### src/rtl/bcg_pkg.sv
package bcg_pkg;
    typedef enum logic [1:0] {
        ST_IDLE  = 2'd0,
        ST_FIXED = 2'd1,
        ST_PAGE  = 2'd2
    } bcg_state_e;

    localparam logic [2:0] LEN_CODE_PAGE = 3'd7;
    localparam logic [2:0] LEN_CODE_MAXFIX = 3'd3;
endpackage

### src/rtl/burst_len_dec.sv
module burst_len_dec #(
    parameter int COL_W = 10
) (
    input  logic [2:0]       code_i,
    input  logic             interleave_i,
    output logic [COL_W-1:0] mask_o,
    output logic             page_o,
    output logic             legal_o
);
    import bcg_pkg::*;

    // The mask covers the wrapping low bits; it equals burst length minus one.
    always_comb begin
        mask_o  = '1;
        page_o  = 1'b0;
        legal_o = 1'b0;
        if (code_i <= LEN_CODE_MAXFIX) begin
            mask_o  = COL_W'((32'd1 << code_i) - 32'd1);
            legal_o = 1'b1;
        end else if (code_i == LEN_CODE_PAGE) begin
            page_o  = 1'b1;
            legal_o = !interleave_i;
        end
    end
endmodule

### src/rtl/burst_addr_calc.sv
module burst_addr_calc #(
    parameter int COL_W = 10
) (
    input  logic [COL_W-1:0] base_i,
    input  logic [COL_W-1:0] beat_i,
    input  logic [COL_W-1:0] mask_i,
    input  logic             interleave_i,
    output logic [COL_W-1:0] col_o
);
    logic [COL_W-1:0] low_seq;
    logic [COL_W-1:0] low_xor;

    always_comb begin
        low_seq = base_i + beat_i;
        low_xor = base_i ^ beat_i;
        col_o   = (base_i & ~mask_i) |
                  ((interleave_i ? low_xor : low_seq) & mask_i);
    end
endmodule

### src/rtl/burst_col_gen.sv
module burst_col_gen #(
    parameter int COL_W = 10
) (
    input  logic             clk,
    input  logic             rst_n,
    input  logic             start_i,
    input  logic [COL_W-1:0] start_col_i,
    input  logic [2:0]       len_code_i,
    input  logic             interleave_i,
    input  logic             stop_i,
    output logic [COL_W-1:0] col_o,
    output logic             valid_o,
    output logic             last_o,
    output logic             reject_o
);
    import bcg_pkg::*;

    bcg_state_e       state_q, state_d;
    logic [COL_W-1:0] base_q, base_d;
    logic [COL_W-1:0] beat_q, beat_d;
    logic [COL_W-1:0] mask_q, mask_d;
    logic             il_q, il_d;

    logic [COL_W-1:0] new_mask;
    logic             new_page;
    logic             new_legal;
    logic [COL_W-1:0] run_col;

    burst_len_dec #(.COL_W(COL_W)) u_dec (
        .code_i       (len_code_i),
        .interleave_i (interleave_i),
        .mask_o       (new_mask),
        .page_o       (new_page),
        .legal_o      (new_legal)
    );

    burst_addr_calc #(.COL_W(COL_W)) u_calc (
        .base_i       (base_q),
        .beat_i       (beat_q),
        .mask_i       (mask_q),
        .interleave_i (il_q),
        .col_o        (run_col)
    );

    // State register
    always_ff @(posedge clk) begin
        if (!rst_n) begin
            state_q <= ST_IDLE;
            base_q  <= '0;
            beat_q  <= '0;
            mask_q  <= '0;
            il_q    <= 1'b0;
        end else begin
            state_q <= state_d;
            base_q  <= base_d;
            beat_q  <= beat_d;
            mask_q  <= mask_d;
            il_q    <= il_d;
        end
    end

    // Transitions
    always_comb begin
        state_d = state_q;
        base_d  = base_q;
        beat_d  = beat_q;
        mask_d  = mask_q;
        il_d    = il_q;
        if (start_i) begin
            if (new_legal) begin
                base_d = start_col_i;
                beat_d = COL_W'(1);
                mask_d = new_mask;
                il_d   = interleave_i;
                if (new_page)
                    state_d = ST_PAGE;
                else if (new_mask == '0)
                    state_d = ST_IDLE;
                else
                    state_d = ST_FIXED;
            end else begin
                state_d = ST_IDLE;
            end
        end else begin
            unique case (state_q)
                ST_IDLE: state_d = ST_IDLE;
                ST_FIXED: begin
                    if (stop_i || beat_q == mask_q)
                        state_d = ST_IDLE;
                    else
                        beat_d = beat_q + COL_W'(1);
                end
                ST_PAGE: begin
                    if (stop_i)
                        state_d = ST_IDLE;
                    else
                        beat_d = beat_q + COL_W'(1);
                end
                default: state_d = ST_IDLE;
            endcase
        end
    end

    // Outputs
    always_comb begin
        col_o    = run_col;
        valid_o  = 1'b0;
        last_o   = 1'b0;
        reject_o = 1'b0;
        if (start_i) begin
            if (new_legal) begin
                col_o   = start_col_i;
                valid_o = 1'b1;
                last_o  = !new_page && (new_mask == '0);
            end else begin
                reject_o = 1'b1;
            end
        end else if (state_q != ST_IDLE && !stop_i) begin
            valid_o = 1'b1;
            last_o  = (state_q == ST_FIXED) && (beat_q == mask_q);
        end
    end

    a_r2_last_has_valid: assert property (@(posedge clk) disable iff (!rst_n)
        last_o |-> valid_o);

    a_r2_last_ends_burst: assert property (@(posedge clk) disable iff (!rst_n)
        last_o |=> (!valid_o || start_i));

    a_r6_reject_no_beat: assert property (@(posedge clk) disable iff (!rst_n)
        reject_o |-> (!valid_o && !last_o));

    a_r7_stop_ends_burst: assert property (@(posedge clk) disable iff (!rst_n)
        (stop_i && !start_i) |=> (!valid_o || start_i));

    a_r5_page_no_last: assert property (@(posedge clk) disable iff (!rst_n)
        (state_q == ST_PAGE && !start_i) |-> !last_o);

    a_r3_block_kept: assert property (@(posedge clk) disable iff (!rst_n)
        (valid_o && !start_i && state_q == ST_FIXED) |->
            (((col_o ^ base_q) & ~mask_q) == '0));

    a_r10_no_gap: assert property (@(posedge clk) disable iff (!rst_n)
        (valid_o && !last_o) |=> (valid_o || stop_i || start_i));
endmodule

### config.mk
export PLATFORM = sky130hd
export DESIGN_NAME = burst_col_gen
export DESIGN_NICKNAME = d
export VERILOG_FILES = /design/src/rtl/bcg_pkg.sv /design/src/rtl/burst_len_dec.sv /design/src/rtl/burst_addr_calc.sv /design/src/rtl/burst_col_gen.sv
export SDC_FILE = /design/constraint.sdc
export NUM_CORES = 1
export LEC_CHECK = 0
export ABC_AREA = 1
export BUFFER_PORTS_ARGS = -buffer_cell sky130_fd_sc_hd__buf_2
export CELL_PAD_IN_SITES_DETAIL_PLACEMENT = 1
export CELL_PAD_IN_SITES_GLOBAL_PLACEMENT = 1
export CORE_ASPECT_RATIO = 2
export CORE_MARGIN = 4
export CORE_UTILIZATION = 40
export DETAILED_ROUTE_END_ITERATION = 12
export PLACE_DENSITY = 0.9
export SYNTH_ARGS = -nofsm -noshare
export SYNTH_HDL_FRONTEND = slang
export SYNTH_SLANG_ARGS = --single-unit
### constraint.sdc
create_clock -name clk -period 1.9 [get_ports clk]
set_input_delay 0.095 -clock clk [delete_from_list [all_inputs] [get_ports clk]]
set_output_delay 0.095 -clock clk [all_outputs]
set_load 0.03 [all_outputs]
==> results of run 1 <==
[routing by layer]
metal	wire length (um)	track usage
met5	0	0
met4	689	0.1601
met3	486	0.04382
met2	5787	0.4829
met1	3620	0.2799
[registers in the layout, indices dropped and copies added (netlist names)]
signal	cells
base_q	10
beat_q	10
il_q	1
mask_q	10
state_q	2
[path summary, 6_finish.rpt]
check,startpoint,end
worst min-delay path,start_col_i[5],base_q[5]
worst max register to register,beat_q[0],beat_q[2]
worst max-delay path,base_q[0],col_o[8]
worst min register to register,base_q[9],base_q[9]
[final cells by class]
type,count,area [um2],area share
clock buffer,7,86.33,0.02795
sequential,33,686.9,0.2224
tap,60,75.07,0.02430
timing repair buffer,54,392.9,0.1272
inverter,38,147.6,0.04779
multi-input combinational,281,1700,0.5504
[where the power goes]
part / switching [mW] / internal, mW / total [mW] / leakage (nW)
clock network: 0.296 / 0.288 / 0.585 / 0.0443
logic: 0.286 / 0.165 / 0.451 / 1.05
registers: 0.0327 / 0.715 / 0.748 / 0.276
total: 0.615 / 1.17 / 1.78 / 1.37
[critical path, cell delays in order (launching register included)]
cell     delay (ns)
dfxtp_2        0.35
ha_4           0.16
fa_2           0.36
nand3_2        0.10
nand2_4        0.08
nand4_1        0.13
nand3_2        0.10
nand2_1        0.08
nand2_1        0.06
nand3_1        0.07
nand2_1        0.06
nand2_1        0.09
buf_6          0.13
[cell families after synthesis]
| family | after synthesis |
|---|---|
| AND/OR/NAND/NOR | 199 |
| AO/OA/AOI/OAI | 59 |
| buffers and inverters | 48 |
| flip-flops | 33 |
| XOR/XNOR | 12 |
| adder cells (fa/ha/maj) | 11 |
[layout by cell type, fill, tap and decap left out, drive strengths merged, types with 3 or more instances in the layout]
master	Yosys	layout
ha	10	10
nand3	25	25
nand3b	3	3
xor2	11	11
dfxtp	33	33
a21oi	31	31
buf	5	54
o211ai	3	3
nor2	37	37
clkbuf	5	7
inv	37	35
o21ai	16	16
nand4	3	3
nand2	124	124
nor3	4	4
[what timing repair did]
| item | CTS | global route |
|---|---|---|
| gates resized for setup | 59 | 34 |
| hold buffers | 0 | 0 |
| hold endpoints to repair | 0 | 0 |
| pin swaps | 19 | 20 |
| setup endpoints to repair | 10 | 20 |
| buffers inserted | 6 | 7 |
==> metrics.txt, run 1 <==
# TYPE chip_impl_metric gauge
chip_impl_metric{name="worst-endpoint-required",unit="ns"} 1.80
chip_impl_metric{name="synth_largest_type_area_fraction",unit=""} 0.2866
chip_impl_metric{name="fraction_of_the_mapped_netlist_area_in_compound_gates",unit=""} 0.1498
chip_impl_metric{name="yosys_warnings",unit=""} 0
chip_impl_metric{name="setup_viol",unit=""} 19
chip_impl_metric{name="rd_place_congestion",unit=""} 0.9223
chip_impl_metric{name="numClockSinks",unit=""} 33
chip_impl_metric{name="p_per_area",unit="nW/um2"} 577.3
chip_impl_info{name="failed_checks",value="negative setup slack"} 1
chip_impl_metric{name="worst_setup_hold_path_clk_slew",unit="ns"} 0.09
chip_impl_metric{name="worst-endpoint-arrival",unit="ns"} 2.07
chip_impl_metric{name="max_cap_viol_count",unit=""} 0
chip_impl_metric{name="detailed_route_wl",unit="mm"} 10.58
chip_impl_metric{name="timing_max_transition_violations_final",unit=""} 0
chip_impl_info{name="library_cell_with_the_largest_summed_area_after_synthesis",value="dfxtp_1"} 1
chip_impl_metric{name="die_area",unit="um2"} 7114
chip_impl_metric{name="clock-skew-final",unit="ns"} 0.01903
chip_impl_metric{name="period_utilisation_layout",unit=""} 1.141
chip_impl_metric{name="vias",unit=""} 2881
chip_impl_metric{name="grt_pass1_vias",unit=""} 2965
chip_impl_metric{name="detail-route-antenna-nets",unit=""} 0
chip_impl_metric{name="post_synth_xor_area_fraction",unit=""} 0.04560
chip_impl_metric{name="global_route.overflow_total",unit=""} 0
chip_impl_info{name="clockRootBuffer",value="clkbuf_8"} 1
chip_impl_info{name="unrepaired_setup_endpoints_after_global_routing",value="yes"} 1
chip_impl_metric{name="grt_antenna_before_repair",unit=""} 0
chip_impl_info{name="status",value="finished, violations left"} 1
chip_impl_metric{name="synth-simple-area-share",unit=""} 0.3659
chip_impl_metric{name="max_slew_margin",unit=""} 0.6719
chip_impl_metric{name="placement_rows",unit=""} 38
chip_impl_metric{name="post_drt_wl_per_cell",unit="um"} 22.38
chip_impl_metric{name="layout-drive-gt1-share",unit=""} 0.3196
chip_impl_info{name="main_combinational_cell_family_by_area_after_synthesis",value="simple AND/OR/NAND/NOR gates"} 1
chip_impl_info{name="synth.area.top_cells",value="dfxtp_1 29%, nand2_1 20%, a21oi_1 6.7%"} 1
chip_impl_metric{name="floorplan.io_pins",unit=""} 31
chip_impl_metric{name="worst_slew_pin_slew",unit="ns"} 0.4884
chip_impl_metric{name="timing.critical_path.fanout_max",unit=""} 3
chip_impl_metric{name="timing.fmax",unit="MHz"} 461.4
chip_impl_metric{name="worst_skew_pair_latency",unit="ns"} 0.30
chip_impl_metric{name="cts.htree.levels",unit=""} 2
chip_impl_metric{name="dp.final_hpwl",unit="mm"} 5.765
chip_impl_metric{name="detailedRoute.firstPassIterationCount",unit=""} 5
chip_impl_metric{name="layout-area-overhead-vs-synth",unit="%"} 34.04
chip_impl_metric{name="peakVddDrop",unit="V"} 0.0004928
chip_impl_metric{name="vias_per_cell",unit=""} 6.091
chip_impl_metric{name="die-height",unit="um"} 115.3
chip_impl_metric{name="final_net_count",unit=""} 442
chip_impl_metric{name="place_worst_setup_slack",unit="ns"} -0.007317
chip_impl_metric{name="synth_enable_flop_cells",unit=""} 0
chip_impl_metric{name="syn-num-nets",unit=""} 391
chip_impl_metric{name="fin_ws",unit="ns"} -0.2675
chip_impl_metric{name="reg2reg_depth",unit=""} 12
chip_impl_metric{name="synth_fa_ha_area_frac",unit=""} 0.06298
chip_impl_metric{name="initial_core_util",unit=""} 0.4179
chip_impl_metric{name="timing.final.crit_period",unit="ns"} 2.167
chip_impl_metric{name="grt_max_degree",unit=""} 26
chip_impl_metric{name="final_cells",unit=""} 473
chip_impl_metric{name="synthArstFlopShare",unit=""} 0
chip_impl_metric{name="finalPower",unit="mW"} 1.784
chip_impl_metric{name="first_iter_violations",unit=""} 182
chip_impl_metric{name="setup_total_negative_slack",unit="ns"} -2.375
chip_impl_metric{name="portBuffers",unit=""} 30
chip_impl_info{name="yosysMostFrequentCell",value="nand2_1"} 1
chip_impl_metric{name="placement.cell_area",unit="um2"} 2557
chip_impl_metric{name="mappedNetlistArea",unit="um2"} 2305
chip_impl_metric{name="grt_pass1_wl",unit="mm"} 14.30
chip_impl_metric{name="ys_seq_elements",unit=""} 33
chip_impl_metric{name="num_antenna_cells",unit=""} 0
chip_impl_metric{name="synth-seq-area-share",unit=""} 0.2866
chip_impl_metric{name="die_w",unit="um"} 61.68
chip_impl_metric{name="fill_cells",unit=""} 722
chip_impl_metric{name="placed_cells",unit=""} 453
chip_impl_metric{name="hold_violations",unit=""} 0
chip_impl_info{name="cts_tree",value="yes"} 1
chip_impl_metric{name="finalInstanceArea",unit="um2"} 3089
chip_impl_metric{name="leakage",unit="nW"} 1.366
chip_impl_info{name="timing.hold.worst.class",value="input pin to register"} 1
chip_impl_metric{name="final_core_area_utilization",unit=""} 0.5601
chip_impl_info{name="postSynth.topFlopCell",value="dfxtp_1"} 1
chip_impl_metric{name="track_usage",unit=""} 0.2712
chip_impl_metric{name="setup_slack_reg_to_reg",unit="ns"} -0.08
chip_impl_metric{name="synth.area.mux_share",unit=""} 0
chip_impl_metric{name="drt_drc_violations_left",unit=""} 0
chip_impl_metric{name="avgSynthCellArea",unit="um2"} 6.367
chip_impl_info{name="worst_setup_path_end_kind",value="output pin"} 1
chip_impl_metric{name="cell_count_after_synthesis",unit=""} 362
chip_impl_info{name="worst_setup_path_start_kind",value="register"} 1
chip_impl_metric{name="worstHoldPathCells",unit=""} 3
chip_impl_info{name="yosys-top-cells-count",value="122 x nand2_1, 34 x nor2_1, 33 x dfxtp_1, 31 x a21oi_1, 31 x inv_1"} 1
chip_impl_metric{name="fp.coreArea",unit="um2"} 5515
chip_impl_metric{name="worst_hold_slack",unit="ns"} 0.06346
chip_impl_metric{name="synth_cell_types",unit=""} 37
chip_impl_info{name="worstSetupPathType",value="register to output pin"} 1
chip_impl_metric{name="cts_made_buffers",unit=""} 5
chip_impl_metric{name="clock_tree.buffer_depth",unit=""} 2
No activity file was read; power rests on OpenSTA's default activity.
==> inputs of run 2 (changes only) <==
--- a/config.mk
+++ b/config.mk
@@ -5,13 +5,12 @@
 export SDC_FILE = /design/constraint.sdc
 export NUM_CORES = 1
 export LEC_CHECK = 0
-export ABC_AREA = 1
 export BUFFER_PORTS_ARGS = -buffer_cell sky130_fd_sc_hd__buf_2
 export CELL_PAD_IN_SITES_DETAIL_PLACEMENT = 1
 export CELL_PAD_IN_SITES_GLOBAL_PLACEMENT = 1
 export CORE_ASPECT_RATIO = 2
 export CORE_MARGIN = 4
-export CORE_UTILIZATION = 40
+export CORE_UTILIZATION = 42
 export DETAILED_ROUTE_END_ITERATION = 12
 export PLACE_DENSITY = 0.9
 export SYNTH_ARGS = -nofsm -noshare
==> run 2 against run 1 <==
Against the previous run:
- the run still ends with negative setup slack left
- maximum frequency is 16% lower
- sequential power is 0.7% lower
- clock power is 2% higher
- sequential share of layout area is 1.1 points lower
- worst setup slack worse by 0.41 ns
- non-clock buffer count is 26 higher
- power is 0.26% higher
- hold slack worse by 0.040 ns
- clock skew is 0.013 ns lower
- final cell count is 16% lower
- critical endpoint is now col_o[9]
- largest power group unchanged
==> metrics.txt, run 2 <==
# TYPE chip_impl_metric gauge
chip_impl_metric{name="synth_largest_type_area_fraction",unit=""} 0.3135
chip_impl_info{name="yosys-top-cells-count",value="38 x nand2_1, 33 x dfxtp_1, 21 x a21oi_1, 15 x nor2_1"} 1
chip_impl_metric{name="vias_per_cell",unit=""} 6.321
chip_impl_metric{name="fin_ws",unit="ns"} -0.6796
chip_impl_metric{name="timing.critical_path.fanout_max",unit=""} 2
chip_impl_metric{name="timing.fmax",unit="MHz"} 387.7
chip_impl_metric{name="clock_tree.buffer_depth",unit=""} 2
chip_impl_metric{name="hold_violations",unit=""} 0
chip_impl_metric{name="die_w",unit="um"} 58.09
chip_impl_info{name="timing.hold.worst.class",value="input pin to register"} 1
chip_impl_metric{name="cell_count_after_synthesis",unit=""} 261
chip_impl_metric{name="grt_antenna_before_repair",unit=""} 1
chip_impl_metric{name="cts_hold_repair.buffers",unit=""} 0
chip_impl_info{name="worst_setup_path_end_kind",value="output pin"} 1
chip_impl_info{name="yosysMostFrequentCell",value="nand2_1"} 1
chip_impl_metric{name="worst-endpoint-required",unit="ns"} 1.80
chip_impl_info{name="reg.largest.list",value="base_q: 10 flops, beat_q: 10 flops, mask_q: 10 flops"} 1
chip_impl_metric{name="cts.htree.levels",unit=""} 2
chip_impl_metric{name="worst_skew_pair_latency",unit="ns"} 0.32
chip_impl_metric{name="max_cap_viol_count",unit=""} 0
chip_impl_metric{name="synth_enable_flop_cells",unit=""} 0
chip_impl_metric{name="setup_viol",unit=""} 20
chip_impl_info{name="status",value="finished, violations left"} 1
chip_impl_metric{name="track_usage",unit=""} 0.3306
chip_impl_metric{name="yosys_warnings",unit=""} 0
chip_impl_metric{name="numClockSinks",unit=""} 33
chip_impl_metric{name="final_net_count",unit=""} 367
chip_impl_info{name="unrepaired_setup_endpoints_after_global_routing",value="yes"} 1
chip_impl_info{name="failed_checks",value="negative setup slack"} 1
chip_impl_info{name="postSynth.topFlopCell",value="dfxtp_1"} 1
chip_impl_info{name="clockRootBuffer",value="clkbuf_8"} 1
chip_impl_metric{name="global_route.overflow_total",unit=""} 0
chip_impl_info{name="worst_setup_path_start_kind",value="register"} 1
chip_impl_info{name="mostFrequentLayoutCell",value="buf_4"} 1
chip_impl_metric{name="peakVddDrop",unit="V"} 0.0005421
chip_impl_metric{name="grt_pass1_vias",unit=""} 2743
chip_impl_metric{name="finalPower",unit="mW"} 1.788
chip_impl_metric{name="leakage",unit="nW"} 1.255
chip_impl_metric{name="mappedNetlistArea",unit="um2"} 2107
chip_impl_metric{name="detail-route-antenna-nets",unit=""} 0
chip_impl_metric{name="ys_seq_elements",unit=""} 33
chip_impl_metric{name="cts_made_buffers",unit=""} 5
chip_impl_metric{name="grt_pass1_wl",unit="mm"} 14.93
chip_impl_metric{name="synthArstFlopShare",unit=""} 0
chip_impl_metric{name="vias",unit=""} 2503
chip_impl_metric{name="portBuffers",unit=""} 30
chip_impl_metric{name="worst_setup_hold_path_clk_slew",unit="ns"} 0.07
chip_impl_metric{name="floorplan.io_pins",unit=""} 31
chip_impl_metric{name="synth-seq-area-share",unit=""} 0.3135
chip_impl_metric{name="max_slew_margin",unit=""} 0.6786
chip_impl_metric{name="worst-endpoint-arrival",unit="ns"} 2.48
chip_impl_info{name="worstSetupPathType",value="register to output pin"} 1
chip_impl_metric{name="synth_cell_types",unit=""} 47
chip_impl_metric{name="period_utilisation_layout",unit=""} 1.358
chip_impl_metric{name="syn-num-nets",unit=""} 290
chip_impl_metric{name="die-height",unit="um"} 108.2
chip_impl_metric{name="p_per_area",unit="nW/um2"} 558.9
chip_impl_metric{name="placement_rows",unit=""} 36
chip_impl_metric{name="rd_place_congestion",unit=""} 0.8375
chip_impl_info{name="synth.area.top_cells",value="dfxtp_1 31%, nand2_1 6.8%, ha_1 5.9%"} 1
chip_impl_metric{name="grt_max_degree",unit=""} 20
chip_impl_metric{name="worst_slew_pin_slew",unit="ns"} 0.4754
chip_impl_metric{name="drt_drc_violations_left",unit=""} 0
chip_impl_metric{name="detailedRoute.firstPassIterationCount",unit=""} 5
chip_impl_info{name="library_cell_with_the_largest_summed_area_after_synthesis",value="dfxtp_1"} 1
chip_impl_metric{name="layout-area-overhead-vs-synth",unit="%"} 51.84
chip_impl_metric{name="die_area",unit="um2"} 6283
chip_impl_metric{name="timing_max_transition_violations_final",unit=""} 0
chip_impl_metric{name="detailed_route_wl",unit="mm"} 10.50
chip_impl_metric{name="initial_core_util",unit=""} 0.4331
chip_impl_metric{name="place_worst_setup_slack",unit="ns"} -0.3429
chip_impl_metric{name="fp.coreArea",unit="um2"} 4865
chip_impl_metric{name="first_iter_violations",unit=""} 154
chip_impl_metric{name="layout-drive-gt1-share",unit=""} 0.4408
chip_impl_metric{name="clock-skew-final",unit="ns"} 0.005913
chip_impl_info{name="layout_common_cells",value="48 x buf_4, 36 x nand2_1, 27 x dfxtp_1, 20 x buf_2, 13 x a21oi_1"} 1
chip_impl_metric{name="worst_hold_slack",unit="ns"} 0.02323
chip_impl_info{name="cts_tree",value="yes"} 1
chip_impl_metric{name="timing.final.crit_period",unit="ns"} 2.580
chip_impl_metric{name="avgSynthCellArea",unit="um2"} 8.073
chip_impl_metric{name="dp.final_hpwl",unit="mm"} 5.789
chip_impl_metric{name="post_drt_wl_per_cell",unit="um"} 26.51
run 2: cell types whose count changed after synthesis, moves of 13 or more:
| cell | previous run | this run |
|---|---|---|
| nand2_1 | 122 | 38 |
| inv_1 | 31 | 6 |
| nor2_1 | 34 | 15 |
| nand3_1 | 24 | 8 |
| o21ai_1 | 0 | 14 |
| xnor2_1 | 1 | 14 |
run 2: report_power, final:
part	internal, mW	switching [mW]	leakage [nW]
Sequential	0.712	0.0308	0.272
Combinational	0.187	0.262	0.939
Clock	0.288	0.308	0.0443
run 2: path summary, 6_finish.rpt:
| kind | from | to | slack (ns) | cells past startpoint |
|---|---|---|---|---|
| max | beat_q[1] | col_o[9] | -0.68 | 8 |
| min | start_col_i[7] | base_q[7] | 0.02 | 3 |
| max reg2reg | beat_q[2] | beat_q[5] | -0.19 | 7 |
| min reg2reg | base_q[9] | base_q[9] | 0.47 | 2 |
run 2: per-layer routing:
layer  vias to the layer above  routed length, um  global-route usage
li1                       1083                  -                   -
met1                      1211               3297              0.3194
met2                       144               5606              0.5793
met3                        65                617             0.05018
met4                         0                977              0.2968
met5                         -                  0                   0
run 2: layout make-up:
class,instances,area (um2)
clock buffer,7,86.33
timing repair buffer,80,613.1
tap,57,71.32
inverter,6,22.52
sequential,33,675.6
multi-input combinational,212,1728
antenna,1,2.502
fill,565,1665
run 2: stage by stage:
step	cell area (um2)	instances	TNS, ns	util
final	3199	396	-5.935	0.6577
after global routing	3199	396	-7.297	0.6577
after floorplan	2183	261	-0.2432	-
after global placement	2681	377	-0.7899	0.5512
after detailed placement	2681	377	-2.235	0.5512
after CTS	3089	392	-3.436	0.6350
run 2: logic make-up (layout without fill, tap and decap cells):
| family | Yosys count | after routing | synth area share |
|---|---|---|---|
| buffers and inverters | 16 | 93 | 0.03028 |
| adders and majority gates | 11 | 11 | 0.06888 |
| AOI/OAI and AO/OA | 70 | 70 | 0.2108 |
| muxes | 7 | 7 | 0.03385 |
| DFF | 33 | 33 | 0.3135 |
| other | 0 | 1 | 0 |
| and+or+nand+nor | 107 | 107 | 0.2720 |
| xor gates and xnor gates | 17 | 17 | 0.07067 |
run 2: critical path, stage by stage, from the launching register on:
cell and delay, ns:
dfxtp_4 0.36, ha_4 0.26, a211oi_4 0.34, o32ai_4 0.15, a32oi_1 0.22, xor2_1 0.13, or3_4 0.41, a31oi_4 0.14
buf_6 0.15
run 2: repair_timing:
| item | in CTS | in global routing |
|---|---|---|
| gates resized for setup | 61 | 17 |
| cloned | 0 | 0 |
| buffers inserted | 11 | 3 |
| pin swaps | 33 | 15 |
| endpoints found under the setup margin | 20 | 20 |
==> inputs of run 3 (changes only) <==
--- a/config.mk
+++ b/config.mk
@@ -12,6 +12,7 @@
 export CORE_MARGIN = 4
 export CORE_UTILIZATION = 42
 export DETAILED_ROUTE_END_ITERATION = 12
+export HOLD_SLACK_MARGIN = 0.02
 export PLACE_DENSITY = 0.9
 export SYNTH_ARGS = -nofsm -noshare
 export SYNTH_HDL_FRONTEND = slang
==> constraint.sdc (replaced) <==
create_clock -name clk -period 1.9 [get_ports clk]
set_input_delay 0.095 -clock clk [delete_from_list [all_inputs] [get_ports clk]]
set_output_delay 0.095 -clock clk [all_outputs]
set_load 0.02 [all_outputs]
==> run 3 against run 2 <==
Against the previous run:
- power shrank 2.1%
- critical path depth grew 1
- the run still ends with negative setup slack left
- non-clock buffer count shrank 10
- worst setup slack gained 0.096 ns
- maximum frequency grew 3.9%
- sequential power is essentially flat
- cell area shrank 5.0%
- via count shrank 5.6%
==> metrics.txt, run 3 (synthesis gave the netlist of run 2 again) <==
# TYPE chip_impl_metric gauge
chip_impl_info{name="status",value="finished, violations left"} 1
chip_impl_info{name="failed_checks",value="negative setup slack"} 1
chip_impl_metric{name="peakVddDrop",unit="V"} 0.0005387
chip_impl_info{name="layout_common_cells",value="43 x buf_4, 37 x nand2_1, 24 x dfxtp_1, 20 x buf_2, 17 x a21oi_1"} 1
chip_impl_metric{name="timing.fmax",unit="MHz"} 402.6
chip_impl_metric{name="detailedRoute.firstPassIterationCount",unit=""} 4
chip_impl_metric{name="met2_routed_wl",unit="mm"} 5.034
chip_impl_metric{name="final_net_count",unit=""} 357
chip_impl_metric{name="track_usage",unit=""} 0.2763
chip_impl_info{name="cts_tree",value="yes"} 1
chip_impl_metric{name="timing.final.crit_period",unit="ns"} 2.484
chip_impl_metric{name="die-height",unit="um"} 108.2
chip_impl_metric{name="vias",unit=""} 2363
chip_impl_metric{name="grt_antenna_before_repair",unit=""} 0
chip_impl_metric{name="finalInstanceArea",unit="um2"} 3039
chip_impl_metric{name="clock-skew-final",unit="ns"} 0.007151
chip_impl_metric{name="layout-area-overhead-vs-synth",unit="%"} 44.24
chip_impl_metric{name="worst_setup_hold_path_clk_slew",unit="ns"} 0.07
chip_impl_metric{name="worst-endpoint-arrival",unit="ns"} 2.39
chip_impl_metric{name="global_route.overflow_total",unit=""} 0
chip_impl_info{name="worst_setup_path_end_kind",value="output pin"} 1
chip_impl_metric{name="timing.critical_path.fanout_max",unit=""} 2
chip_impl_info{name="unrepaired_setup_endpoints_after_global_routing",value="yes"} 1
chip_impl_metric{name="portBuffers",unit=""} 30
chip_impl_info{name="clockRootBuffer",value="clkbuf_8"} 1
chip_impl_info{name="highest-signal-layer",value="met4"} 1
chip_impl_metric{name="worst-endpoint-required",unit="ns"} 1.80
chip_impl_metric{name="period_utilisation_layout",unit=""} 1.307
chip_impl_metric{name="placement.cell_area",unit="um2"} 2624
chip_impl_metric{name="rd_place_congestion",unit=""} 0.8824
chip_impl_metric{name="clock_tree.buffer_depth",unit=""} 2
chip_impl_metric{name="max_cap_viol_count",unit=""} 0
chip_impl_metric{name="hold_violations",unit=""} 0
chip_impl_metric{name="placement_rows",unit=""} 36
chip_impl_metric{name="initial_core_util",unit=""} 0.4331
chip_impl_metric{name="floorplan.io_pins",unit=""} 31
chip_impl_info{name="worstSetupPathType",value="register to output pin"} 1
chip_impl_metric{name="worst_slew_pin_slew",unit="ns"} 0.5125
chip_impl_metric{name="die_w",unit="um"} 58.09
chip_impl_info{name="timing.hold.worst.class",value="input pin to register"} 1
chip_impl_metric{name="setup_total_negative_slack",unit="ns"} -4.279
chip_impl_metric{name="dp.final_hpwl",unit="mm"} 5.604
chip_impl_metric{name="p_per_area",unit="nW/um2"} 576.1
chip_impl_metric{name="grt_pass1_vias",unit=""} 2587
chip_impl_info{name="worst_setup_path_start_kind",value="register"} 1
chip_impl_metric{name="drt_drc_violations_left",unit=""} 0
chip_impl_metric{name="numClockSinks",unit=""} 33
chip_impl_metric{name="cts_made_buffers",unit=""} 5
chip_impl_metric{name="worst_hold_slack",unit="ns"} 0.05308
chip_impl_metric{name="timing_max_transition_violations_final",unit=""} 0
chip_impl_metric{name="fp.coreArea",unit="um2"} 4865
chip_impl_info{name="mostFrequentLayoutCell",value="buf_4"} 1
chip_impl_metric{name="detail-route-antenna-nets",unit=""} 0
chip_impl_metric{name="place_worst_setup_slack",unit="ns"} -0.3039
chip_impl_metric{name="setup_viol",unit=""} 19
chip_impl_metric{name="total_met3_wirelength_after_detailed_routing",unit="um"} 412
chip_impl_metric{name="leakage",unit="nW"} 1.193
chip_impl_metric{name="post_drt_wl_per_cell",unit="um"} 23.51
chip_impl_metric{name="cts.htree.levels",unit=""} 2
chip_impl_metric{name="worst_skew_pair_latency",unit="ns"} 0.30
chip_impl_metric{name="grt_pass1_wl",unit="mm"} 12.85
chip_impl_metric{name="layout-drive-gt1-share",unit=""} 0.4134
chip_impl_metric{name="grt_max_degree",unit=""} 33
chip_impl_metric{name="vias_per_cell",unit=""} 6.122
chip_impl_metric{name="die_area",unit="um2"} 6283
chip_impl_metric{name="num_antenna_cells",unit=""} 0
chip_impl_metric{name="fin_ws",unit="ns"} -0.5837
chip_impl_metric{name="max_slew_margin",unit=""} 0.6583
chip_impl_metric{name="m1WireLength",unit="mm"} 3.022
chip_impl_metric{name="first_iter_violations",unit=""} 104
chip_impl_metric{name="detailed_route_wl",unit="mm"} 9.074
chip_impl_info{name="reg.largest.list",value="base_q: 10 flops, beat_q: 10 flops, mask_q: 10 flops"} 1
==> run 3: power by group <==
group          total (mW)  switching [mW]  internal, mW
logic               0.398           0.227         0.171
registers           0.742          0.0297         0.712
clock network       0.611           0.283         0.328
total                1.75           0.540          1.21
==> run 3: path summary, 6_finish.rpt <==
check	start	end	slack, ns	cells after the start
max reg2reg	beat_q[2]	beat_q[9]	-0.17	7
max	base_q[0]	col_o[8]	-0.58	9
min	start_col_i[0]	base_q[0]	0.05	3
min reg2reg	base_q[5]	base_q[5]	0.49	2
==> run 3: final cells by class <==
cell class                      count  area [um2]
Multi-Input combinational cell    212        1654
Tap cell                           57       71.32
Sequential cell                    33       679.4
Clock inverter                      1       5.005
Inverter                            6       22.52
Fill cell                         550        1826
Clock buffer                        7       96.34
Timing Repair Buffer               70       510.5
==> run 3: through the flow <==
step | cells | power (mW) | utilization
floorplan | 261 | 0.9428 | -
global placement | 372 | 1.054 | 0.5394
detailed placement | 372 | 1.073 | 0.5394
CTS | 384 | 1.706 | 0.5867
global route | 386 | 1.802 | 0.6247
finish | 386 | 1.751 | 0.6247
==> run 3: repair_timing <==
item / CTS / global route
pin swaps: 19 / 26
buffers inserted: 5 / 3
setup endpoints to repair: 20 / 20
resized for setup: 31 / 38
cloned: 0 / 0
hold buffers: 0 / 0
==> run 3: layer usage <==
metal	vias up	track usage
li1	1061	-
met1	1172	0.2443
met2	88	0.5413
met5	-	0
met4	0	0.1957
met3	42	0.03226
==> run 3: worst max-delay path, stage by stage, from the launching register on <==
cell	delay [ns]
dfxtp_2	0.34
ha_4	0.17
fa_2	0.36
a21o_1	0.23
a211oi_2	0.26
nor2_2	0.10
o21ai_2	0.14
mux2_4	0.33
nand3_4	0.06
buf_6	0.11
